<file path="config.mk">
export PLATFORM = sky130hd
export DESIGN_NAME = consoleBusDecoder
export DESIGN_NICKNAME = d
export VERILOG_FILES = /design/src/rtl/cbdPkg.sv /design/src/rtl/cbdPageTable.sv /design/src/rtl/cbdControl.sv /design/src/rtl/cbdDatapath.sv /design/src/rtl/consoleBusDecoder.sv
export SDC_FILE = /design/constraint.sdc
export NUM_CORES = 1
export LEC_CHECK = 0
export CAP_MARGIN = 0
export CORE_MARGIN = 3
export CORE_UTILIZATION = 35
export CTS_BUF_LIST = sky130_fd_sc_hd__clkbuf_8
export DETAILED_ROUTE_END_ITERATION = 8
export PLACE_DENSITY = 0.57
export SLEW_MARGIN = 20
export SYNTH_ARGS = -nofsm -noshare
export SYNTH_HDL_FRONTEND = slang
export SYNTH_SLANG_ARGS = --single-unit
</file>
<file path="constraint.sdc">
create_clock -name clk -period 2.43 [get_ports clk]
set_input_delay 0.486 -clock clk [delete_from_list [all_inputs] [get_ports clk]]
set_output_delay 0.486 -clock clk [all_outputs]
set_load 0.005 [all_outputs]
</file>
<file path="src/rtl/cbdPkg.sv">
package cbdPkg;
  localparam int ADDR_W = 16;

  localparam logic [ADDR_W-1:0] SND_MASK_LO   = 16'hFFC0;
  localparam logic [ADDR_W-1:0] SND_BASE_LO   = 16'h0440;
  localparam logic [ADDR_W-1:0] SND_MASK_HI   = 16'hFFF0;
  localparam logic [ADDR_W-1:0] SND_BASE_HI   = 16'h0800;
  localparam logic [ADDR_W-5:0] SND_MAIN_TOP  = 12'h400;
  localparam logic [ADDR_W-1:0] TMR_MASK      = 16'hFFFC;
  localparam logic [ADDR_W-1:0] TMR_BASE      = 16'h0284;
  localparam logic [ADDR_W-1:0] BANK_MASK     = 16'h5000;
  localparam logic [ADDR_W-1:0] BANK_BASE     = 16'h4000;
  localparam logic [ADDR_W-1:0] BANK_FLIP     = 16'h0100;
  localparam logic [ADDR_W-1:0] HS_MASK       = 16'hF800;
  localparam logic [ADDR_W-1:0] HS_BASE       = 16'h1000;
  localparam logic [ADDR_W-1:0] HS_FUNC_ADDR  = 16'h1007;
  localparam logic [ADDR_W-1:0] HS_TEMP_START = 16'h17FA;
  localparam logic [ADDR_W-1:0] RSV_MASK      = 16'hFFE0;
  localparam logic [ADDR_W-1:0] RSV_BASE      = 16'h0460;
  localparam logic [ADDR_W-1:0] MIR_OFFSET    = 16'h2000;
  localparam logic [ADDR_W-1:0] MIR_LOW_MASK  = 16'h01FF;

  typedef struct packed {
    logic cart;
    logic ignore;
    logic sysRam;
    logic bankRam;
    logic hiScore;
    logic timer;
    logic sound;
  } regionSel_t;

  typedef struct packed {
    regionSel_t sel;
    logic       flagClr;
    logic       timerFlag;
    logic       mirActive;
    logic       mirHigh;
    logic       bankAlt;
    logic       mirAlt;
    logic       dirtySet;
  } ctrlStrobes_t;
endpackage

</file>
<file path="src/rtl/cbdPageTable.sv">
module cbdPageTable #(
  parameter int PAGE_W   = 8,
  parameter int WR_PAGES = 64
) (
  input  logic              clk,
  input  logic              rstN,
  input  logic              pageWrEn,
  input  logic [PAGE_W-1:0] pageWrIdx,
  input  logic              pageWrVal,
  input  logic [PAGE_W-1:0] lookupIdx,
  output logic              lookupOk
);
  localparam int PAGES = 1 << PAGE_W;

  logic [PAGES-1:0] pageOk;

  for (genvar p = 0; p < PAGES; p++) begin : g_page
    localparam logic RST_VAL = (p < WR_PAGES);
    always_ff @(posedge clk or negedge rstN) begin
      if (!rstN) begin
        pageOk[p] <= RST_VAL;
      end else if (pageWrEn && (pageWrIdx == PAGE_W'(p))) begin
        pageOk[p] <= pageWrVal;
      end
    end
  end

  assign lookupOk = pageOk[lookupIdx];
endmodule

</file>
<file path="src/rtl/cbdControl.sv">
module cbdControl
  import cbdPkg::*;
#(
  parameter int DATA_W   = 8,
  parameter int PAGE_W   = 8,
  parameter int WR_PAGES = 64
) (
  input  logic              clk,
  input  logic              rstN,
  input  logic              accValid,
  input  logic              accWrite,
  input  logic [ADDR_W-1:0] accAddr,
  input  logic [DATA_W-1:0] accData,
  input  logic [DATA_W-1:0] hsOldData,
  input  logic              cfgSoundAlt,
  input  logic              cfgSoundWriteOnly,
  input  logic              cfgMirrorEn,
  input  logic              cfgBankXor,
  input  logic              pageWrEn,
  input  logic [PAGE_W-1:0] pageWrIdx,
  input  logic              pageWrVal,
  output ctrlStrobes_t      strobes
);
  logic pageOk;
  logic soundHit, timerHit, bankHit, hsHit, rsvHit;
  logic mirLow, mirHigh, hsCounts;
  regionSel_t sel;

  cbdPageTable #(.PAGE_W(PAGE_W), .WR_PAGES(WR_PAGES)) u_pages (
    .clk      (clk),
    .rstN     (rstN),
    .pageWrEn (pageWrEn),
    .pageWrIdx(pageWrIdx),
    .pageWrVal(pageWrVal),
    .lookupIdx(accAddr[ADDR_W-1 -: PAGE_W]),
    .lookupOk (pageOk)
  );

  always_comb begin
    if (cfgSoundAlt) begin
      soundHit = ((accAddr & SND_MASK_LO) == SND_BASE_LO) ||
                 ((accAddr & SND_MASK_HI) == SND_BASE_HI);
    end else begin
      soundHit = (accAddr[ADDR_W-1:4] == SND_MAIN_TOP) &&
                 (accWrite || !cfgSoundWriteOnly);
    end
    timerHit = !accWrite && ((accAddr & TMR_MASK) == TMR_BASE);
    bankHit  = (accAddr & BANK_MASK) == BANK_BASE;
    hsHit    = (accAddr & HS_MASK) == HS_BASE;
    rsvHit   = accWrite && ((accAddr & RSV_MASK) == RSV_BASE);
    mirLow   = (accAddr[ADDR_W-1:9] == '0) && (accAddr[7:6] != 2'b00);
    mirHigh  = (accAddr[ADDR_W-1:9] == MIR_OFFSET[ADDR_W-1:9]) && (accAddr[7:6] != 2'b00);
    hsCounts = (accAddr != HS_FUNC_ADDR) && (accAddr < HS_TEMP_START);
  end

  // Priority chain: sound, timer, page writability, then RAM classes.
  always_comb begin
    sel = '0;
    if (accValid) begin
      if (soundHit)      sel.sound   = 1'b1;
      else if (timerHit) sel.timer   = 1'b1;
      else if (!pageOk)  sel.cart    = 1'b1;
      else if (bankHit)  sel.bankRam = 1'b1;
      else if (hsHit)    sel.hiScore = 1'b1;
      else if (rsvHit)   sel.ignore  = 1'b1;
      else               sel.sysRam  = 1'b1;
    end
  end

  always_comb begin
    strobes           = '0;
    strobes.sel       = sel;
    strobes.flagClr   = sel.timer;
    strobes.timerFlag = sel.timer && accAddr[0];
    strobes.mirActive = sel.sysRam && cfgMirrorEn && (mirLow || mirHigh);
    strobes.mirHigh   = mirHigh;
    strobes.bankAlt   = sel.bankRam && accWrite && cfgBankXor;
    strobes.mirAlt    = sel.sysRam && accWrite && cfgMirrorEn && (mirLow || mirHigh);
    strobes.dirtySet  = sel.hiScore && accWrite && hsCounts && (accData != hsOldData);
  end
endmodule

</file>
<file path="src/rtl/cbdDatapath.sv">
module cbdDatapath
  import cbdPkg::*;
#(
  parameter int IDX_W = 4
) (
  input  logic              clk,
  input  logic              rstN,
  input  logic [ADDR_W-1:0] accAddr,
  input  logic              dirtyClr,
  input  ctrlStrobes_t      strobes,
  output regionSel_t        selQ,
  output logic [IDX_W-1:0]  soundIdx,
  output logic              timerIsFlag,
  output logic              irqFlagClr,
  output logic [ADDR_W-1:0] ramAddr,
  output logic              altWr,
  output logic [ADDR_W-1:0] altAddr,
  output logic              hsDirty
);
  logic [ADDR_W-1:0] ramNext, altNext;
  logic [IDX_W-1:0]  idxNext;
  logic              altWrNext;

  always_comb begin
    idxNext   = strobes.sel.sound ? accAddr[IDX_W-1:0] : '0;
    ramNext   = (strobes.mirActive && strobes.mirHigh) ? (accAddr & MIR_LOW_MASK) : accAddr;
    altWrNext = strobes.bankAlt || strobes.mirAlt;
    if (strobes.bankAlt)     altNext = accAddr ^ BANK_FLIP;
    else if (strobes.mirAlt) altNext = (accAddr & MIR_LOW_MASK) | MIR_OFFSET;
    else                     altNext = '0;
  end

  always_ff @(posedge clk or negedge rstN) begin
    if (!rstN) begin
      selQ        <= '0;
      soundIdx    <= '0;
      timerIsFlag <= 1'b0;
      irqFlagClr  <= 1'b0;
      ramAddr     <= '0;
      altWr       <= 1'b0;
      altAddr     <= '0;
    end else begin
      selQ        <= strobes.sel;
      soundIdx    <= idxNext;
      timerIsFlag <= strobes.timerFlag;
      irqFlagClr  <= strobes.flagClr;
      ramAddr     <= ramNext;
      altWr       <= altWrNext;
      altAddr     <= altNext;
    end
  end

  always_ff @(posedge clk or negedge rstN) begin
    if (!rstN)                 hsDirty <= 1'b0;
    else if (dirtyClr)         hsDirty <= 1'b0;
    else if (strobes.dirtySet) hsDirty <= 1'b1;
  end
endmodule

</file>
<file path="src/rtl/consoleBusDecoder.sv">
module consoleBusDecoder
  import cbdPkg::*;
#(
  parameter int DATA_W   = 8,
  parameter int IDX_W    = 4,
  parameter int PAGE_W   = 8,
  parameter int WR_PAGES = 64
) (
  input  logic              clk,
  input  logic              rstN,
  input  logic              accValid,
  input  logic              accWrite,
  input  logic [15:0]       accAddr,
  input  logic [DATA_W-1:0] accData,
  input  logic [DATA_W-1:0] hsOldData,
  input  logic              cfgSoundAlt,
  input  logic              cfgSoundWriteOnly,
  input  logic              cfgMirrorEn,
  input  logic              cfgBankXor,
  input  logic              pageWrEn,
  input  logic [PAGE_W-1:0] pageWrIdx,
  input  logic              pageWrVal,
  input  logic              dirtyClr,
  output logic              selSound,
  output logic              selTimer,
  output logic              selHiScore,
  output logic              selBankRam,
  output logic              selSysRam,
  output logic              selIgnore,
  output logic              selCart,
  output logic [IDX_W-1:0]  soundIdx,
  output logic              timerIsFlag,
  output logic              irqFlagClr,
  output logic [15:0]       ramAddr,
  output logic              altWr,
  output logic [15:0]       altAddr,
  output logic              hsDirty
);
  ctrlStrobes_t strobes;
  regionSel_t   selQ;

  cbdControl #(.DATA_W(DATA_W), .PAGE_W(PAGE_W), .WR_PAGES(WR_PAGES)) u_ctrl (
    .clk              (clk),
    .rstN             (rstN),
    .accValid         (accValid),
    .accWrite         (accWrite),
    .accAddr          (accAddr),
    .accData          (accData),
    .hsOldData        (hsOldData),
    .cfgSoundAlt      (cfgSoundAlt),
    .cfgSoundWriteOnly(cfgSoundWriteOnly),
    .cfgMirrorEn      (cfgMirrorEn),
    .cfgBankXor       (cfgBankXor),
    .pageWrEn         (pageWrEn),
    .pageWrIdx        (pageWrIdx),
    .pageWrVal        (pageWrVal),
    .strobes          (strobes)
  );

  cbdDatapath #(.IDX_W(IDX_W)) u_dp (
    .clk        (clk),
    .rstN       (rstN),
    .accAddr    (accAddr),
    .dirtyClr   (dirtyClr),
    .strobes    (strobes),
    .selQ       (selQ),
    .soundIdx   (soundIdx),
    .timerIsFlag(timerIsFlag),
    .irqFlagClr (irqFlagClr),
    .ramAddr    (ramAddr),
    .altWr      (altWr),
    .altAddr    (altAddr),
    .hsDirty    (hsDirty)
  );

  assign selSound   = selQ.sound;
  assign selTimer   = selQ.timer;
  assign selHiScore = selQ.hiScore;
  assign selBankRam = selQ.bankRam;
  assign selSysRam  = selQ.sysRam;
  assign selIgnore  = selQ.ignore;
  assign selCart    = selQ.cart;
endmodule

</file>
; Yosys cells after proc, flatten, opt, wreduce, memory -nomap -nowiden
; Index checks and enable logic that the tools add are counted.
[totals]
reg_bits = 302
output_inout_bits = 47
[classes]
n_lt_le_gt_ge = 2
eq_ne = 265
n_mux = 23
bitwise_logic = 1
n_reduce_logical = 284
[ops]
columns = operator, n
row1 = "equality test 8 bit, second input constant", 128
row2 = "equality test 8 x 7 -> 1 bit, second input constant", 64
row3 = logical AND 1 bit, 274
row4 = "equality test 8 x 6 -> 1 bit, second input constant", 32
row5 = "equality test 8 x 5 -> 1 bit, second input constant", 16
row6 = "equality test 8 x 4 -> 1 bit, second input constant", 8
row7 = "equality test 8 x 3 -> 1 bit, second input constant", 4
row8 = two-way mux 16 bit, 2
row9 = "equality test 8 x 2 -> 1 bit, second input constant", 2
row10 = "< comparator 16 x 13 -> 1 bit, second input constant", 1
row11 = "!= test 16 x 13 -> 1 bit, second input constant", 1
row12 = "equality test 14 x 8 -> 1 bit, second input constant", 1
row13 = two-way mux 14 bit, 1
row14 = "equality test 12 x 11 -> 1 bit, second input constant", 1
row15 = "equality test 12 x 8 -> 1 bit, second input constant", 1
row16 = two-way mux 1 bit, 12
row17 = "equality test 11 x 6 -> 1 bit, second input constant", 1
row18 = "equality test 10 x 5 -> 1 bit, second input constant", 1
row19 = "< comparator 8 x 9 -> 1 bit, second input constant", 1
row20 = binary-select mux 1 bit (select 8 bit), 1
row21 = "equality test 8 x 1 -> 1 bit, second input constant", 1
row22 = zero test 8 bit, 1
row23 = two-way mux 4 bit, 2
row24 = != test 8 bit, 1
row25 = 12 further kinds, 18

; Longest topological paths before layout
; Gate-level depths: netlist (run 1).
[logic_depth]
depth_word = 14
mapped_depth = 12

; By module
; A second synthesis (run 1) with hierarchy kept.
[unflattened]
hier_cells = 1274
hier_area_um2 = 15041.9
[by_module_without_submodules]
columns = mod, n_inst, cells_each, area_per_inst_um2, seq_area_each_um2
row1 = cbdPageTable, 1, 1129, 13188.9, 6486.2
row2 = cbdDatapath, 1, 81, 1415.1, 1176.1
row3 = cbdControl, 1, 64, 437.9, 0.0

; Worst setup path before layout (run 1)
; Ideal clock, no wire load.
[synth_timing]
path_kind = input to register
start = in accAddr[8]
end = reg u_dp.hsDirty
setup_time_ns = 0.122
t_arrival_ns = 2.419
setup_slack_ns = -0.110
cell_stages = 9
cell_sequence = buf_6 > buf_12 > mux4_2 > a2111oi_2 > a221o_2 > a22oi_2 > a21o_1 > buf_6 > a32o_1
[synth_via]
elab_chain_len = 10
elab_cells_between_ends = 21
[synth_rtl]
columns = item, line_no
row1 = start: declaration, consoleBusDecoder.sv:13  ; input logic [15:0] accAddr,
row2 = binary-select mux 1 bit (select 8 bit), cbdPageTable.sv:28  ; assign lookupOk = pageOk[lookupIdx];
row3 = two-way mux 1 bit (not written as such), cbdPageTable.sv:28
row4 = two-way mux 4 bit, cbdControl.sv:62  ; else if (!pageOk) sel.cart = 1'b1;
row5 = two-way mux 5 bit, cbdControl.sv:61  ; else if (timerHit) sel.timer = 1'b1;
row6 = two-way mux 6 bit, cbdControl.sv:60  ; if (soundHit) sel.sound = 1'b1;
row7 = two-way mux 7 bit, cbdControl.sv:59  ; if (accValid) begin
row8 = logical AND 1 bit, cbdControl.sv:79  ; strobes.dirtySet = sel.hiScore && accWrite && hsCounts && (accData != hsOldData);
row9 = logical AND 1 bit * (2 in a row), cbdControl.sv:79
row10 = nonzero test 2 bit (no source line) *, n/a
row11 = end signal: assignment, cbdDatapath.sv:54  ; if (!rstN) hsDirty <= 1'b0;
row12 = end signal: assignment, cbdDatapath.sv:55  ; else if (dirtyClr) hsDirty <= 1'b0;
row13 = end signal: assignment, cbdDatapath.sv:56  ; else if (strobes.dirtySet) hsDirty <= 1'b1;
row14 = end: declaration, cbdDatapath.sv:18  ; output logic hsDirty
; Every way passes the cells marked *; elsewhere a longest branch is shown, timed or not. The select of a mux whose other input is x is not followed.
; A chain may end at the register's enable or synchronous reset.

; Worst setup path after layout (run 1)
[layout_timing]
start = reg u_ctrl.u_pages.pageOk[201]
end = reg u_dp.hsDirty
[layout_via]
elab_chain_len = 10
[layout_rtl]
columns = item, line_no
row1 = start: declaration, cbdPageTable.sv:15  ; logic [PAGES-1:0] pageOk;
row2 = start signal: indexed assignment, cbdPageTable.sv:23  ; pageOk[p] <= pageWrVal;
row3 = binary-select mux 1 bit (select 8 bit), cbdPageTable.sv:28
row4 = two-way mux 1 bit (not written as such), cbdPageTable.sv:28
row5 = two-way mux 4 bit, cbdControl.sv:62
row6 = two-way mux 5 bit, cbdControl.sv:61
row7 = two-way mux 6 bit, cbdControl.sv:60
row8 = two-way mux 7 bit, cbdControl.sv:59
row9 = logical AND 1 bit (3 in a row), cbdControl.sv:79
row10 = nonzero test 2 bit (no source line), n/a
; Every way passes these cells. The select of a mux whose other input is x is not followed.

==> results of run 1 <==
## routing by layer
metal	GRT usage (%)	vias to the layer above
met5	0	-
met4	4.80	0
met3	3.39	71
met2	29.6	297
met1	27.8	5473
li1	-	4719
## flip-flops by register name, indices dropped and copies added (netlist names)
name	flops
u_dp.soundIdx	4
u_ctrl.u_pages.pageOk	256
u_dp.ramAddr	16
u_dp.timerIsFlag	1
u_dp.altWr	1
u_dp.hsDirty	1
u_dp.selQ	7
u_dp.altAddr	16
## what timing repair did
item / 4_1_cts / 5_1_grt
setup buffers: 1 / 1
hold buffers: 1 / 0
cloned: 0 / 1
pin swaps: 3 / 6
endpoints found under the setup margin: 2 / 22
hold endpoints to repair: 28 / 0
resized for setup: 4 / 16
## cell usage in the layout (no fill, tap or decap), types with 7 or more instances in the layout
cell             count
mux2_2             260
dfstp_2             64
inv_1               20
clkdlybuf4s50_1     92
a21oi_1             11
buf_4              113
nand2_1            271
xnor2_1              8
clkbuf_8            69
a22oi_1              7
dfrtp_1            238
nor2_1              31
and2_0              16
and3_1              15
o221ai_1             7
mux2i_1             30
mux4_2              49
clkinv_2             7
nand2b_1             9
buf_12              34
nor3_1              15
## final timing paths
kind / from / endpoint / depth (start not counted)
max: u_ctrl.u_pages.pageOk[201] / u_dp.hsDirty / 8
min in group asynchronous: rstN / u_ctrl.u_pages.pageOk[197] / 2
max in group asynchronous: rstN / u_ctrl.u_pages.pageOk[143] / 3
min: accAddr[8] / u_dp.ramAddr[8] / 1
max reg2reg: u_ctrl.u_pages.pageOk[201] / u_dp.hsDirty / 8
min reg2reg: u_ctrl.u_pages.pageOk[154] / u_ctrl.u_pages.pageOk[154] / 1
## kinds of logic (layout without fill, tap and decap cells)
| kind of cell | after synthesis | count (layout) | share of synthesized area, % |
|---|---|---|---|
| xor+xnor | 8 | 8 | 0.472 |
| flops | 302 | 302 | 51.4 |
| mux | 341 | 341 | 29.5 |
| simple gates | 400 | 400 | 11.8 |
| buf+inv | 107 | 346 | 3.45 |
| compound gates | 63 | 63 | 3.36 |
| other cells | 1 | 1 | 0.0253 |
## power breakdown
group | total, mW | switching, mW | internal, mW
combinational | 1.26 | 0.645 | 0.616
clock | 4.77 | 2.13 | 2.64
sequential | 5.40 | 0.107 | 5.29
total | 11.4 | 2.89 | 8.55
## layout make-up
| type | instances | area (um^2) |
|---|---|---|
| Clock inverter | 25 | 138 |
| Multi-Input combinational cell | 813 | 6780 |
| Tap cell | 532 | 666 |
| Clock buffer | 69 | 950 |
| Timing Repair Buffer | 247 | 2550 |
| Inverter | 5 | 18.8 |
| Fill cell | 3785 | 22600 |
| Sequential cell | 302 | 7640 |
==> metrics.txt, run 1 <==
via/cell ratio=5.30; final hold vios=0; CTS tree=yes; first-pass GRT wire length=65600 um; Layout Skew=0.0221 ns; GRT Total Usage=19.1%; Total Power=11.4 mW; first-pass detailed-route iteration total=5; Post-Syn Instances=1222; status=finished, final reports clean; area share of the largest cell type after synthesis=40.1%; Ports=98; setup ws final=0.0378 ns; Overflow after GRT=0; WS Path Type=flip-flop to flip-flop; CTS clk-pin slew, worst paths=0.06 ns; Worst Setup Start Kind=flip-flop; non-filler instance count after layout=1993; Max Buffers Root-to-Sink=3; total number of vias=10600; TNS Setup=0 ns; Met2 Wirelength=19300 um; Top Metal Used=met4; gpl congestion=0.842; First DRT Iteration DRCs=961; DRC violations left=0; period utilisation layout=98.4%; Inserted Diodes=0; die area=44900 um^2; fmax=418 MHz; final core utilization=45.3%; Setup WS pre-CTS=-0.635 ns; share of post-route cells with drive strength above 1=42.9%; initial antenna violation count=0; RSZ-0062 raised after global routing=true; port bufs=97; DRT met1 WL=20300 um; sequential area share after synthesis=51.4%; Post-Syn Nets=1273; setup violators final=0; clock root cell=clkbuf_8; delay of the slowest critical-path stage=0.47 ns; asr flop ratio synth=100%; synthesis-stage register bit count=302; Die W=212 um; worst path arrival time=2.86 ns; Area Overhead vs Synth=26.2%; worst min-delay path class=input pin to flip-flop; Avg Inst Size Synth=12.2 um^2; Main synth FF type=dfrtp_1; Layout Nets=1472; Max Slew Vio Count=0; Synth cell types=59; starting density of the core=35.9%; Hold Slack=0.158 ns; Commonest cells post-synth=nand2_1 (271), mux2_2 (261), dfrtp_1 (238); core area=41400 um^2; CTS Buf Count=52; synth warn=0; met3 wire len=2360 um; final wirelength=42900 um; Slowest cell on crit path=mux4_2; largest net degree at the start of global routing=74; vias in the first global route=10700; CP delay by family, top=compound AO/OA/AOI/OAI gates; cells along the critical path=mux4_2 -> mux2_4 -> a221o_1 -> o2111ai_2 -> a22oi_2 -> a21o_4 -> buf_12 -> a32o_1; num rows=74; P per Cell Area=610 nW/um^2; top-count cell post-synth=nand2_1; worst path required time=2.90 ns; Die Height=212 um; CP bufs+invs=1; Max-cap violations=0; post-layout min period=2.39 ns; Reg2Reg Setup Slack=0.04 ns; antenna viol nets, final=0; largest cells by area after synthesis=dfrtp_1 (40%), mux2_2 (20%), dfstp_2 (11%); CTS HTree Levels=2; worst skew pair latency=0.60 ns; Crit Path Max Fanout=11; slew margin rel.=27.8%; EDFF count, synth=0; total clock sinks=302; Leak=8.34 nW; drt wl/cell=21.5 um; hpwl dp=28300 um; Max rail drop VDD=0.287 mV; CP endpoint kind=flip-flop; Mapped Area=14900 um^2; cell taking the most area after synthesis=dfrtp_1; worst slew pin tran=1.08 ns; Finished Cell Area=18700 um^2; Area after DPL=17500 um^2; post-placement cell count=1895
No activity file was read; power rests on OpenSTA's default activity.
==> run 2, diff against run 1 <==
--- a/config.mk
+++ b/config.mk
@@ -7,3 +7,3 @@
 export LEC_CHECK = 0
-export CAP_MARGIN = 0
+export CAP_MARGIN = 20
 export CORE_MARGIN = 3
@@ -12,3 +12,3 @@
 export DETAILED_ROUTE_END_ITERATION = 8
-export PLACE_DENSITY = 0.57
+export PLACE_DENSITY = 0.59
 export SLEW_MARGIN = 20
==> constraint.sdc (replaced) <==
create_clock -name clk -period 1.9 [get_ports clk]
set_input_delay 0.38 -clock clk [delete_from_list [all_inputs] [get_ports clk]]
set_output_delay 0.38 -clock clk [all_outputs]
set_load 0.1 [all_outputs]
==> metrics.txt, run 2 (synthesis results as in run 1) <==
CTS Buf Count=52; Max-cap violations=0; worst path arrival time=2.89 ns; delay of the slowest critical-path stage=0.46 ns; largest registers=u_ctrl.u_pages.pageOk x256, u_dp.altAddr x16, u_dp.ramAddr x16; Worst Reg2Reg Path Length in Cells=8; WS Path Type=flip-flop to flip-flop; total number of vias=10600; share of post-route cells with drive strength above 1=48.1%; gpl congestion=0.874; Leak=8.56 nW; antenna viol nets, final=0; Max Slew Vio Count=0; worst skew pair latency=0.59 ns; GRT Total Usage=19.1%; slew margin rel.=55.0%; max reg flops=256; Pint=11.1 mW; Crit Path Max Fanout=6; RSZ-0062 raised after global routing=true; CP endpoint kind=flip-flop; hold depth=1; Fill cells=3761; first-pass GRT wire length=66500 um; Worst Setup Start Kind=flip-flop; Die Height=212 um; period utilisation layout=127%; vias in the first global route=11100; P per Cell Area=789 nW/um^2; Sw Pwr=3.84 mW; worst min-delay path class=input pin to flip-flop; Max Buffers Root-to-Sink=3; TNS Setup=-10.68 ns; Layout Nets=1492; Setup WS pre-CTS=-1.30 ns; Reg power frac=46.2%; Ports=98; share of power burned in the clock network=41.5%; fmax=415 MHz; worst r2r src=u_ctrl.u_pages.pageOk[200]; Slowest cell on crit path=mux4_2; worst path required time=2.38 ns; largest net degree at the start of global routing=53; DRC violations left=0; final core utilization=45.9%; setup violators final=23; CTS clk-pin slew, worst paths=0.06 ns; Register Area=7640 um^2; num rows=74; post-layout min period=2.41 ns; Total Power=15.0 mW; commonest non-fill, non-tap cell in the layout=nand2_1; first-pass detailed-route iteration total=4; starting density of the core=35.9%; final hold vios=0; drt wl/cell=21.4 um; Reg2Reg Setup Slack=-0.51 ns; Switching Share=25.6%; highest-count cells in the layout ignoring fill and taps=nand2_1 (271), mux2_2 (259), dfrtp_1 (238); setup ws final=-0.509 ns; port bufs=97; Comb power frac=12.3%; Area Overhead vs Synth=28.0%; clock root cell=clkbuf_8; Max rail drop VDD=0.467 mV; total clock sinks=302; status=finished with violations; reg-to-reg endpoint=u_dp.hsDirty; cells along the critical path=mux4_2 -> mux2_4 -> a221o_1 -> o2111ai_2 -> a22oi_2 -> a21o_4 -> buf_12 -> a32o_1; die area=44900 um^2; via/cell ratio=5.28; initial antenna violation count=0; Worst Hold End=u_dp.ramAddr[8]; hold wc startpoint=accAddr[8]; CTS tree=yes; final wirelength=43000 um; core area=41400 um^2; footprint of the multi-input gates=6930 um^2; Biggest register=u_ctrl.u_pages.pageOk; worst slew pin tran=0.674 ns; Die W=212 um; hpwl dp=28700 um; First DRT Iteration DRCs=843; Inserted Diodes=0; Overflow after GRT=0; Layout Skew=0.0129 ns; CTS HTree Levels=2; failing checks=setup timing
## run 2: cell type report
| type | instances | share of cell area (%) |
|---|---|---|
| Clock buffer | 67 | 4.85 |
| Clock inverter | 24 | 0.935 |
| Inverter | 5 | 0.0988 |
| Multi-Input combinational cell | 814 | 36.4 |
| Sequential cell | 302 | 40.2 |
| Tap cell | 532 | 3.50 |
| Timing Repair Buffer | 266 | 14.0 |
## run 2: routing by layer
metal	share of wire, %	GRT usage (%)	up-vias
met5	0	0	-
met4	2.4	5.13	0
met3	6.0	3.78	73
met2	46	30.2	293
met1	46	27.1	5486
li1	-	-	4754
## run 2: what timing repair did
item	in CTS	in global routing
endpoints found under the hold margin	18	0
gates resized for setup	5	34
endpoints found under the setup margin	30	30
hold buffers	1	0
setup buffers	1	5
gates cloned	0	3
pin swaps	0	15
## run 2: worst max-delay path by stage
stage / start / endpoint / slack [ns] / cells after the start
global placement: accAddr[11] / u_dp.hsDirty / -1.31 / 10
CTS: u_ctrl.u_pages.pageOk[200] / u_dp.hsDirty / -0.51 / 8
detailed placement: accAddr[11] / u_dp.hsDirty / -1.30 / 10
finish: u_ctrl.u_pages.pageOk[200] / u_dp.hsDirty / -0.51 / 8
global route: u_ctrl.u_pages.pageOk[200] / u_dp.hsDirty / -0.56 / 8
floorplan: accAddr[8] / u_dp.hsDirty / -0.45 / 11
## run 2: power groups by stage
| stage | combinational (mW) | clock, mW | sequential [mW] |
|---|---|---|---|
| 5_1_grt | 1.98 | 6.69 | 6.94 |
| 6_report | 1.85 | 6.22 | 6.92 |
| 2_1_floorplan | 0.804 | 0 | 7.14 |
| 3_5_place_dp | 1.79 | 0 | 7.02 |
| 4_1_cts | 1.80 | 6.40 | 6.91 |
| 3_3_place_gp | 1.76 | 0 | 7.02 |
## run 2: through the flow
step / area, um^2 / hold WS (ns) / std cells
floorplan: 14900 / 0.0844 / 1222
global placement: 17600 / 0.338 / 1910
detailed placement: 17600 / 0.338 / 1910
CTS: 18800 / 0.0672 / 2003
global route: 19000 / 0.102 / 2010
finish: 19000 / 0.109 / 2010
## run 2: worst max-delay path: cells and delay by family (launching register included)
kind,cells,cell delay [ns]
compound gates,5,1.00
mux,2,0.74
flops,1,0.41
buf+inv,1,0.14
